File: config.mk
export PLATFORM = sky130hd
export DESIGN_NAME = awu_uart_rx
export DESIGN_NICKNAME = d
export VERILOG_FILES = /design/src/rtl/awu_uart_rx_pkg.sv /design/src/rtl/awu_rx_sampler.sv /design/src/rtl/awu_rx_regs.sv /design/src/rtl/awu_uart_rx.sv
export SDC_FILE = /design/constraint.sdc
export NUM_CORES = 1
export LEC_CHECK = 0
export BUFFER_PORTS_ARGS = -buffer_cell sky130_fd_sc_hd__buf_2
export CAP_MARGIN = 20
export CORE_ASPECT_RATIO = 0.5
export CORE_MARGIN = 2
export CORE_UTILIZATION = 55
export CTS_BUF_LIST = sky130_fd_sc_hd__clkbuf_4 sky130_fd_sc_hd__clkbuf_8
export DETAILED_ROUTE_END_ITERATION = 8
export MAX_ROUTING_LAYER = met4
export PLACE_DENSITY = 0.82
export SETUP_SLACK_MARGIN = 0.4
export SLEW_MARGIN = 20
export SYNTH_ARGS = -nofsm -noshare
export SYNTH_HDL_FRONTEND = slang
export SYNTH_SLANG_ARGS = --single-unit
File: constraint.sdc
create_clock -name clk -period 2.4 [get_ports clk]
set_input_delay 0.12 -clock clk [delete_from_list [all_inputs] [get_ports clk]]
set_output_delay 0.12 -clock clk [all_outputs]
set_load 0.02 [all_outputs]
File: src/rtl/awu_uart_rx_pkg.sv
package awu_uart_rx_pkg;
   typedef enum logic [1:0] {
      RX_HUNT  = 2'd0,
      RX_START = 2'd1,
      RX_BITS  = 2'd2,
      RX_STOP  = 2'd3
   } rx_phase_e;

   localparam logic [1:0] REG_STAT = 2'd0;
   localparam logic [1:0] REG_DATA = 2'd1;
   localparam logic [1:0] REG_CTRL = 2'd2;

   localparam int FLG_FULL  = 0;
   localparam int FLG_OVR   = 1;
   localparam int FLG_NOISE = 2;
   localparam int FLG_FRAME = 3;
   localparam int NUM_FLAGS = 4;
   localparam int STAT_W    = 6;
endpackage

File: src/rtl/awu_rx_sampler.sv
module awu_rx_sampler
   import awu_uart_rx_pkg::*;
#(
   parameter int DATA_W = 8,
   parameter int OVS    = 16
) (
   input  logic              clk,
   input  logic              rst_n,
   input  logic              tick_i,
   input  logic              line_i,
   input  logic              wide_i,
   output logic              done_o,
   output logic [DATA_W:0]   data_o,
   output logic              noise_o,
   output logic              stop_bad_o,
   output logic              mark_o
);
   localparam int CNT_W = $clog2(OVS);
   localparam int IDX_W = $clog2(DATA_W + 1);
   localparam logic [CNT_W-1:0] SMP_A = CNT_W'(OVS / 2 - 1);
   localparam logic [CNT_W-1:0] SMP_B = CNT_W'(OVS / 2);
   localparam logic [CNT_W-1:0] SMP_C = CNT_W'(OVS / 2 + 1);
   localparam logic [IDX_W-1:0] LAST_NARROW = IDX_W'(DATA_W - 1);
   localparam logic [IDX_W-1:0] LAST_WIDE   = IDX_W'(DATA_W);

   if (OVS < 8 || (OVS & (OVS - 1)) != 0) begin : g_bad_ovs
      $error("OVS must be a power of two of at least 8");
   end
   if (DATA_W < 5) begin : g_bad_width
      $error("DATA_W must be at least 5");
   end

   rx_phase_e          phase_q;
   logic [CNT_W-1:0]   cnt_q;
   logic [IDX_W-1:0]   idx_q;
   logic [DATA_W:0]    shift_q;
   logic [1:0]         smp_q;
   logic               noise_acc_q;
   logic               vote, split, decide, last_bit;

   assign vote     = (smp_q[0] & smp_q[1]) | (smp_q[0] & line_i) | (smp_q[1] & line_i);
   assign split    = (smp_q[0] != smp_q[1]) || (smp_q[1] != line_i);
   assign decide   = tick_i && (phase_q != RX_HUNT) && (cnt_q == SMP_C);
   assign last_bit = (idx_q == (wide_i ? LAST_WIDE : LAST_NARROW));

   always_ff @(posedge clk or negedge rst_n) begin
      if (!rst_n) begin
         phase_q     <= RX_HUNT;
         cnt_q       <= '0;
         idx_q       <= '0;
         shift_q     <= '0;
         smp_q       <= '0;
         noise_acc_q <= 1'b0;
         done_o      <= 1'b0;
         data_o      <= '0;
         noise_o     <= 1'b0;
         stop_bad_o  <= 1'b0;
         mark_o      <= 1'b0;
      end else begin
         done_o <= 1'b0;
         mark_o <= 1'b0;
         if (tick_i) begin
            if (phase_q == RX_HUNT) begin
               if (!line_i) begin
                  phase_q     <= RX_START;
                  cnt_q       <= CNT_W'(1);
                  idx_q       <= '0;
                  shift_q     <= '0;
                  noise_acc_q <= 1'b0;
               end
            end else begin
               cnt_q <= cnt_q + 1'b1;
               if (cnt_q == SMP_A) smp_q[0] <= line_i;
               if (cnt_q == SMP_B) smp_q[1] <= line_i;
               if (decide) begin
                  noise_acc_q <= noise_acc_q | split;
                  case (phase_q)
                     RX_START: if (vote) phase_q <= RX_HUNT;
                               else      phase_q <= RX_BITS;
                     RX_BITS: begin
                        shift_q[idx_q] <= vote;
                        idx_q          <= idx_q + 1'b1;
                        if (last_bit) begin
                           phase_q <= RX_STOP;
                           mark_o  <= vote;
                        end
                     end
                     RX_STOP: begin
                        phase_q    <= RX_HUNT;
                        done_o     <= 1'b1;
                        data_o     <= shift_q;
                        noise_o    <= noise_acc_q | split;
                        stop_bad_o <= !vote;
                     end
                     default: phase_q <= RX_HUNT;
                  endcase
               end
            end
         end
      end
   end

   // a start bit voted high returns the receiver to hunting
   p_start_reject_r3: assert property (@(posedge clk) disable iff (!rst_n)
      (decide && phase_q == RX_START && vote) |=> (phase_q == RX_HUNT));
   // one completion pulse per frame
   p_done_single_r1: assert property (@(posedge clk) disable iff (!rst_n)
      done_o |=> !done_o);
   // the data bit index stays inside the widest character
   p_idx_range_r1: assert property (@(posedge clk) disable iff (!rst_n)
      (phase_q == RX_BITS) |-> (idx_q <= LAST_WIDE));
endmodule

File: src/rtl/awu_rx_regs.sv
module awu_rx_regs
   import awu_uart_rx_pkg::*;
#(
   parameter int DATA_W = 8
) (
   input  logic              clk,
   input  logic              rst_n,
   input  logic              rd_i,
   input  logic              wr_i,
   input  logic [1:0]        addr_i,
   input  logic [1:0]        wdata_i,
   input  logic              done_i,
   input  logic [DATA_W:0]   data_i,
   input  logic              noise_i,
   input  logic              stop_bad_i,
   input  logic              mark_i,
   output logic [DATA_W:0]   rdata_o,
   output logic              wide_o
);
   localparam int RD_W = DATA_W + 1;

   logic [DATA_W:0]        rdr_q;
   logic                   full_q, ovr_q, noise_q, ferr_q;
   logic                   wake_q, armed_q;
   logic [NUM_FLAGS-1:0]   snap_q, flags, clr;
   logic                   stat_rd, data_rd, ctrl_wr, blocked, accept, overrun;

   assign flags   = {ferr_q, noise_q, ovr_q, full_q};
   assign stat_rd = rd_i && (addr_i == REG_STAT);
   assign data_rd = rd_i && (addr_i == REG_DATA);
   assign ctrl_wr = wr_i && (addr_i == REG_CTRL);
   assign clr     = (data_rd && armed_q) ? snap_q : '0;
   assign blocked = full_q || ferr_q;
   assign accept  = done_i && !wake_q && !blocked;
   assign overrun = done_i && !wake_q && blocked;

   always_ff @(posedge clk or negedge rst_n) begin
      if (!rst_n) begin
         rdr_q   <= '0;
         full_q  <= 1'b0;
         ovr_q   <= 1'b0;
         noise_q <= 1'b0;
         ferr_q  <= 1'b0;
         wake_q  <= 1'b0;
         wide_o  <= 1'b0;
         armed_q <= 1'b0;
         snap_q  <= '0;
      end else begin
         full_q  <= (full_q  & ~clr[FLG_FULL])  | accept;
         ovr_q   <= (ovr_q   & ~clr[FLG_OVR])   | overrun;
         noise_q <= (noise_q & ~clr[FLG_NOISE]) | (accept & noise_i);
         ferr_q  <= (ferr_q  & ~clr[FLG_FRAME]) | (accept & stop_bad_i);
         if (accept) rdr_q <= data_i;
         if (stat_rd) begin
            snap_q  <= flags;
            armed_q <= 1'b1;
         end else if (data_rd) begin
            armed_q <= 1'b0;
         end
         if (mark_i)       wake_q <= 1'b0;
         else if (ctrl_wr) wake_q <= wdata_i[0];
         if (ctrl_wr) wide_o <= wdata_i[1];
      end
   end

   always_comb begin
      case (addr_i)
         REG_STAT: rdata_o = RD_W'({wide_o, wake_q, flags});
         REG_DATA: rdata_o = rdr_q;
         REG_CTRL: rdata_o = RD_W'({wide_o, wake_q});
         default:  rdata_o = '0;
      endcase
   end

   p_noise_needs_full_r2: assert property (@(posedge clk) disable iff (!rst_n)
      noise_q |-> full_q);
   p_frame_needs_full_r4: assert property (@(posedge clk) disable iff (!rst_n)
      ferr_q |-> full_q);
   p_rdr_hold_r5: assert property (@(posedge clk) disable iff (!rst_n)
      (full_q || ferr_q) |=> $stable(rdr_q));
   p_ovr_only_r6: assert property (@(posedge clk) disable iff (!rst_n)
      (done_i && blocked && !wake_q && !data_rd) |=> $stable(ferr_q));
   p_clear_armed_r7: assert property (@(posedge clk) disable iff (!rst_n)
      (ovr_q && !(data_rd && armed_q)) |=> ovr_q);
   p_wake_quiet_r8: assert property (@(posedge clk) disable iff (!rst_n)
      (wake_q && done_i && !data_rd) |=> ($stable(full_q) && $stable(rdr_q)));
   p_mark_wakes_r9: assert property (@(posedge clk) disable iff (!rst_n)
      mark_i |=> !wake_q);
endmodule

File: src/rtl/awu_uart_rx.sv
module awu_uart_rx
   import awu_uart_rx_pkg::*;
#(
   parameter int DATA_W      = 8,
   parameter int OVS         = 16,
   parameter int SYNC_STAGES = 2
) (
   input  logic              clk,
   input  logic              rst_n,
   input  logic              rx_i,
   input  logic              tick16_i,
   input  logic              rd_i,
   input  logic              wr_i,
   input  logic [1:0]        addr_i,
   input  logic [1:0]        wdata_i,
   output logic [DATA_W:0]   rdata_o
);
   if (SYNC_STAGES < 0 || SYNC_STAGES > 4) begin : g_bad_sync
      $error("SYNC_STAGES must be 0 to 4");
   end
   if (STAT_W > DATA_W + 1) begin : g_bad_stat
      $error("status does not fit the read port");
   end

   logic            line;
   logic            done, noise, stop_bad, mark, wide;
   logic [DATA_W:0] frame;

   if (SYNC_STAGES == 0) begin : g_nosync
      assign line = rx_i;
   end else begin : g_sync
      logic [SYNC_STAGES-1:0] chain_q;
      always_ff @(posedge clk or negedge rst_n) begin
         if (!rst_n) chain_q <= '1;
         else        chain_q <= {chain_q[SYNC_STAGES-2 >= 0 ? SYNC_STAGES-2 : 0 : 0], rx_i};
      end
      assign line = chain_q[SYNC_STAGES-1];
   end

   awu_rx_sampler #(.DATA_W(DATA_W), .OVS(OVS)) u_sampler (
      .clk        (clk),
      .rst_n      (rst_n),
      .tick_i     (tick16_i),
      .line_i     (line),
      .wide_i     (wide),
      .done_o     (done),
      .data_o     (frame),
      .noise_o    (noise),
      .stop_bad_o (stop_bad),
      .mark_o     (mark)
   );

   awu_rx_regs #(.DATA_W(DATA_W)) u_regs (
      .clk        (clk),
      .rst_n      (rst_n),
      .rd_i       (rd_i),
      .wr_i       (wr_i),
      .addr_i     (addr_i),
      .wdata_i    (wdata_i),
      .done_i     (done),
      .data_i     (frame),
      .noise_i    (noise),
      .stop_bad_i (stop_bad),
      .mark_i     (mark),
      .rdata_o    (rdata_o),
      .wide_o     (wide)
   );
endmodule

==> results.json <==
{
  "status": "completed",
  "numPortBuffers": 18,
  "final_area_mm2": 0.00318,
  "io_pins": 19,
  "wl_per_cell_um": 14.8,
  "dp.final_hpwl_um": 3590,
  "whs_endpoint": "u_regs.wide_o$_DFFE_PN0P_",
  "area_delta_synth_final_pct": 14.4,
  "numCtsBuffers": 9,
  "core_area_mm2": 0.00489,
  "r2r_start": "u_sampler.phase_q[1]$_DFFE_PN0P_",
  "peakVddDrop_v": 0.000533,
  "grt_pass1_wl_um": 8390,
  "final_cells": 339,
  "crit_chain": "inv_1, ha_4, and2b_4, and4_2, nand3_1, mux2i_1",
  "netlist_instances": 236,
  "power.density_mw_per_mm2": 819,
  "setup_tns_ps": 0,
  "finalSetupViolCount": 0,
  "crit_family": "simple AND/OR/NAND/NOR gates",
  "ys_warn_count": 0,
  "ff_latch_area_mm2": 0.00143,
  "postRouteAntennaNets": 0,
  "placed_area_mm2": 0.00294,
  "ys_seq_area_share_pct": 51.5,
  "clkTransAtPathRegs_ps": 70,
  "cts_tree": "done",
  "drc": 0,
  "min_from": "wdata_i[1]",
  "dieArea_mm2": 0.00566,
  "vias": 1829,
  "max_slew_margin_pct": 59.3,
  "drive_gt1_share_pct": 27.9,
  "viasPerCell": 5.40,
  "clockRootBuffer": "clkbuf_8",
  "r2r-end": "u_sampler.shift_q[5]$_DFFE_PN0P_",
  "grt_pass1_vias": 1768,
  "row_count": 18,
  "cts_max_path_buffers": 2,
  "maxSlewViolCount": 0,
  "hold_path_depth": 2,
  "critPathMaxFanout": 16,
  "ys_ff_latch": 57,
  "min_period_ps": 1810,
  "crit_path_end_kind": "register",
  "cts_sinks": 57,
  "drt_iter0_drc": 93,
  "worst_pin_slew_ps": 610,
  "antenna_found_initial": 0,
  "ctsHtreeMaxLevel": 3,
  "avgSynthCellArea_um2": 11.8,
  "reg2reg_depth": 6,
  "path_class": "reg -> reg",
  "post_cts_buffers": 0,
  "diodes": 0,
  "syn_area_mm2": 0.00278,
  "cp.required_ps": 2650,
  "max_freq_mhz": 553,
  "rsz0062_at_grt": "false",
  "drt_first_pass_iters": 4,
  "place_inst": 321,
  "hold_viol_final": 0,
  "synth_cell_type_count": 42,
  "cellLeakagePower_nw": 1.57,
  "worst-endpoint-arrival_ps": 2060,
  "multi_input_area_mm2": 0.00129,
  "postSynthNetCount": 260,
  "fill_cells": 353,
  "r2r_slack_ps": 590,
  "slowest_stage": "dfrtp_1",
  "mostFrequentLayoutCell": "dfrtp_1",
  "grt_max_degree": 28,
  "path_buf_inv": 1,
  "worstSetupStartpointType": "register",
  "die_w_um": 104,
  "skew_ps": 4.30,
  "initial_core_util_pct": 56.8,
  "drv_cap": 0,
  "finalCritPeriodShare_pct": 75.4,
  "wirelength_um": 5030,
  "gr-usage-all-layers_pct": 20.5,
  "gp_congestion": 0.811,
  "hold_class": "in -> reg",
  "die_h_um": 54.2,
  "layout_common_cells": "dfrtp_1 (55), mux2_2 (26), nand2_1 (21)",
  "path_depth": 6,
  "overflow": 0,
  "clkLatencyLatePin_ps": 330,
  "crit_path_max_incr_delay_ps": 390,
  "nets": 288
}
area by class of cell:
| class | count | share of cell area (%) |
|---|---|---|
| flip-flops and latches | 57 | 45.0 |
| multi-input cells | 165 | 40.7 |
| clock buffers | 10 | 4.33 |
| repair buffers | 23 | 4.18 |
| well taps | 70 | 2.76 |
| clock inverters | 6 | 2.13 |
| inverters | 8 | 0.946 |
stage by stage:
stage          util, %  total power [mW]  hold slack, ps  setup WS (ps)
2_1_floorplan        -              1.56            -176            749
3_3_place_gp      60.1              1.69             152            441
3_5_place_dp      60.1              1.72             161            343
4_1_cts           64.8              2.62            15.1            533
5_1_grt           65.0              2.75            29.2            454
6_report          65.0              2.60            27.1            591
kinds of logic (layout without fill, tap and decap cells):
| group | Yosys count | after routing | share of synthesized area, % |
|---|---|---|---|
| AND/OR/NAND/NOR | 70 | 70 | 14.7 |
| buffers and inverters | 14 | 47 | 2.48 |
| adder cells (fa/ha/maj) | 14 | 14 | 6.31 |
| flip-flops | 57 | 57 | 51.5 |
| multiplexers | 41 | 41 | 16.0 |
| AO/OA/AOI/OAI | 40 | 40 | 9.06 |
metal layers:
layer / vias to the layer above / routed length (um) / track usage [%]
met4: 0 / 42 / 5.18
met2: 35 / 2390 / 34.3
met3: 4 / 229 / 7.98
met1: 895 / 2370 / 23.9
li1: 895 / - / -
met5: - / 0 / -
registers in the layout (all words and copies together) (netlist names):
| signal | cells |
|---|---|
| u_regs.armed_q | 1 |
| u_sampler.shift_q | 9 |
| u_sampler.stop_bad_o | 1 |
| u_sampler.done_o | 1 |
| u_regs.noise_q | 1 |
| u_regs.ovr_q | 1 |
| u_sampler.data_o | 9 |
| u_sampler.phase_q | 2 |
| u_sampler.cnt_q | 4 |
| u_regs.snap_q | 4 |
| u_regs.wide_o | 1 |
| u_regs.rdr_q | 9 |
| u_sampler.idx_q | 4 |
| u_sampler.smp_q | 2 |
| u_regs.wake_q | 1 |
| u_sampler.noise_o | 1 |
| u_sampler.mark_o | 1 |
| u_sampler.noise_acc_q | 1 |
| u_regs.ferr_q | 1 |
| g_sync.chain_q | 2 |
| u_regs.full_q | 1 |
report_power, final:
| group | switching, mW | total [mW] | internal (mW) |
|---|---|---|---|
| Sequential | 0.138 | 1.21 | 1.07 |
| Clock | 0.387 | 0.895 | 0.508 |
| Combinational | 0.267 | 0.495 | 0.228 |
synth_stat cells, drive strengths merged:
| cell type | number | share of area [%] |
|---|---|---|
| dfrtp | 55 | 50 |
| mux2 | 26 | 11 |
| nand2 | 21 | 2.8 |
| o21ai | 16 | 2.9 |
| mux2i | 15 | 5.4 |
| ha | 14 | 6.3 |
| nor2 | 11 | 1.5 |
| a21oi | 9 | 1.6 |
| inv | 8 | 1.1 |
| nand3 | 6 | 1.1 |
| nor2b | 6 | 1.4 |
| nand2b | 4 | 0.99 |
| a21o | 3 | 0.81 |
| a22o | 3 | 0.95 |
| and2 | 3 | 0.68 |
| buf | 3 | 0.99 |
| clkbuf | 3 | 0.41 |
| nand3b | 3 | 0.81 |
| nand4b | 3 | 1.2 |
| and2b | 2 | 0.63 |
| dfstp | 2 | 1.9 |
| nand4 | 2 | 0.99 |
| nand4bb | 2 | 0.81 |
| nor3 | 2 | 0.54 |
| o21a | 2 | 0.54 |
| o2bb2ai | 2 | 0.63 |
| a211oi | 1 | 0.45 |
| a21boi | 1 | 0.27 |
| a221o | 1 | 0.36 |
| and3 | 1 | 0.23 |
| and4 | 1 | 0.32 |
| nor4 | 1 | 0.23 |
| o221ai | 1 | 0.32 |
| o22ai | 1 | 0.23 |
| or2 | 1 | 0.23 |
| or3b | 1 | 0.32 |
worst max path at each step:
stage	startpoint	to
floorplan	u_sampler.phase_q[0]$_DFFE_PN0P_	u_sampler.shift_q[8]$_DFFE_PN0P_
global placement	u_sampler.phase_q[0]$_DFFE_PN0P_	u_sampler.shift_q[8]$_DFFE_PN0P_
detailed placement	u_sampler.phase_q[0]$_DFFE_PN0P_	u_sampler.shift_q[0]$_DFFE_PN0P_
CTS	u_sampler.phase_q[1]$_DFFE_PN0P_	u_sampler.shift_q[5]$_DFFE_PN0P_
global route	u_sampler.phase_q[1]$_DFFE_PN0P_	u_sampler.shift_q[6]$_DFFE_PN0P_
finish	u_sampler.phase_q[1]$_DFFE_PN0P_	u_sampler.shift_q[5]$_DFFE_PN0P_
repair_timing:
action	in CTS	in global routing
hold buffers	2	0
setup endpoints to repair	12	2
endpoints found under the hold margin	24	0
resized for setup	2	1
(Power assumes the default switching activity.)
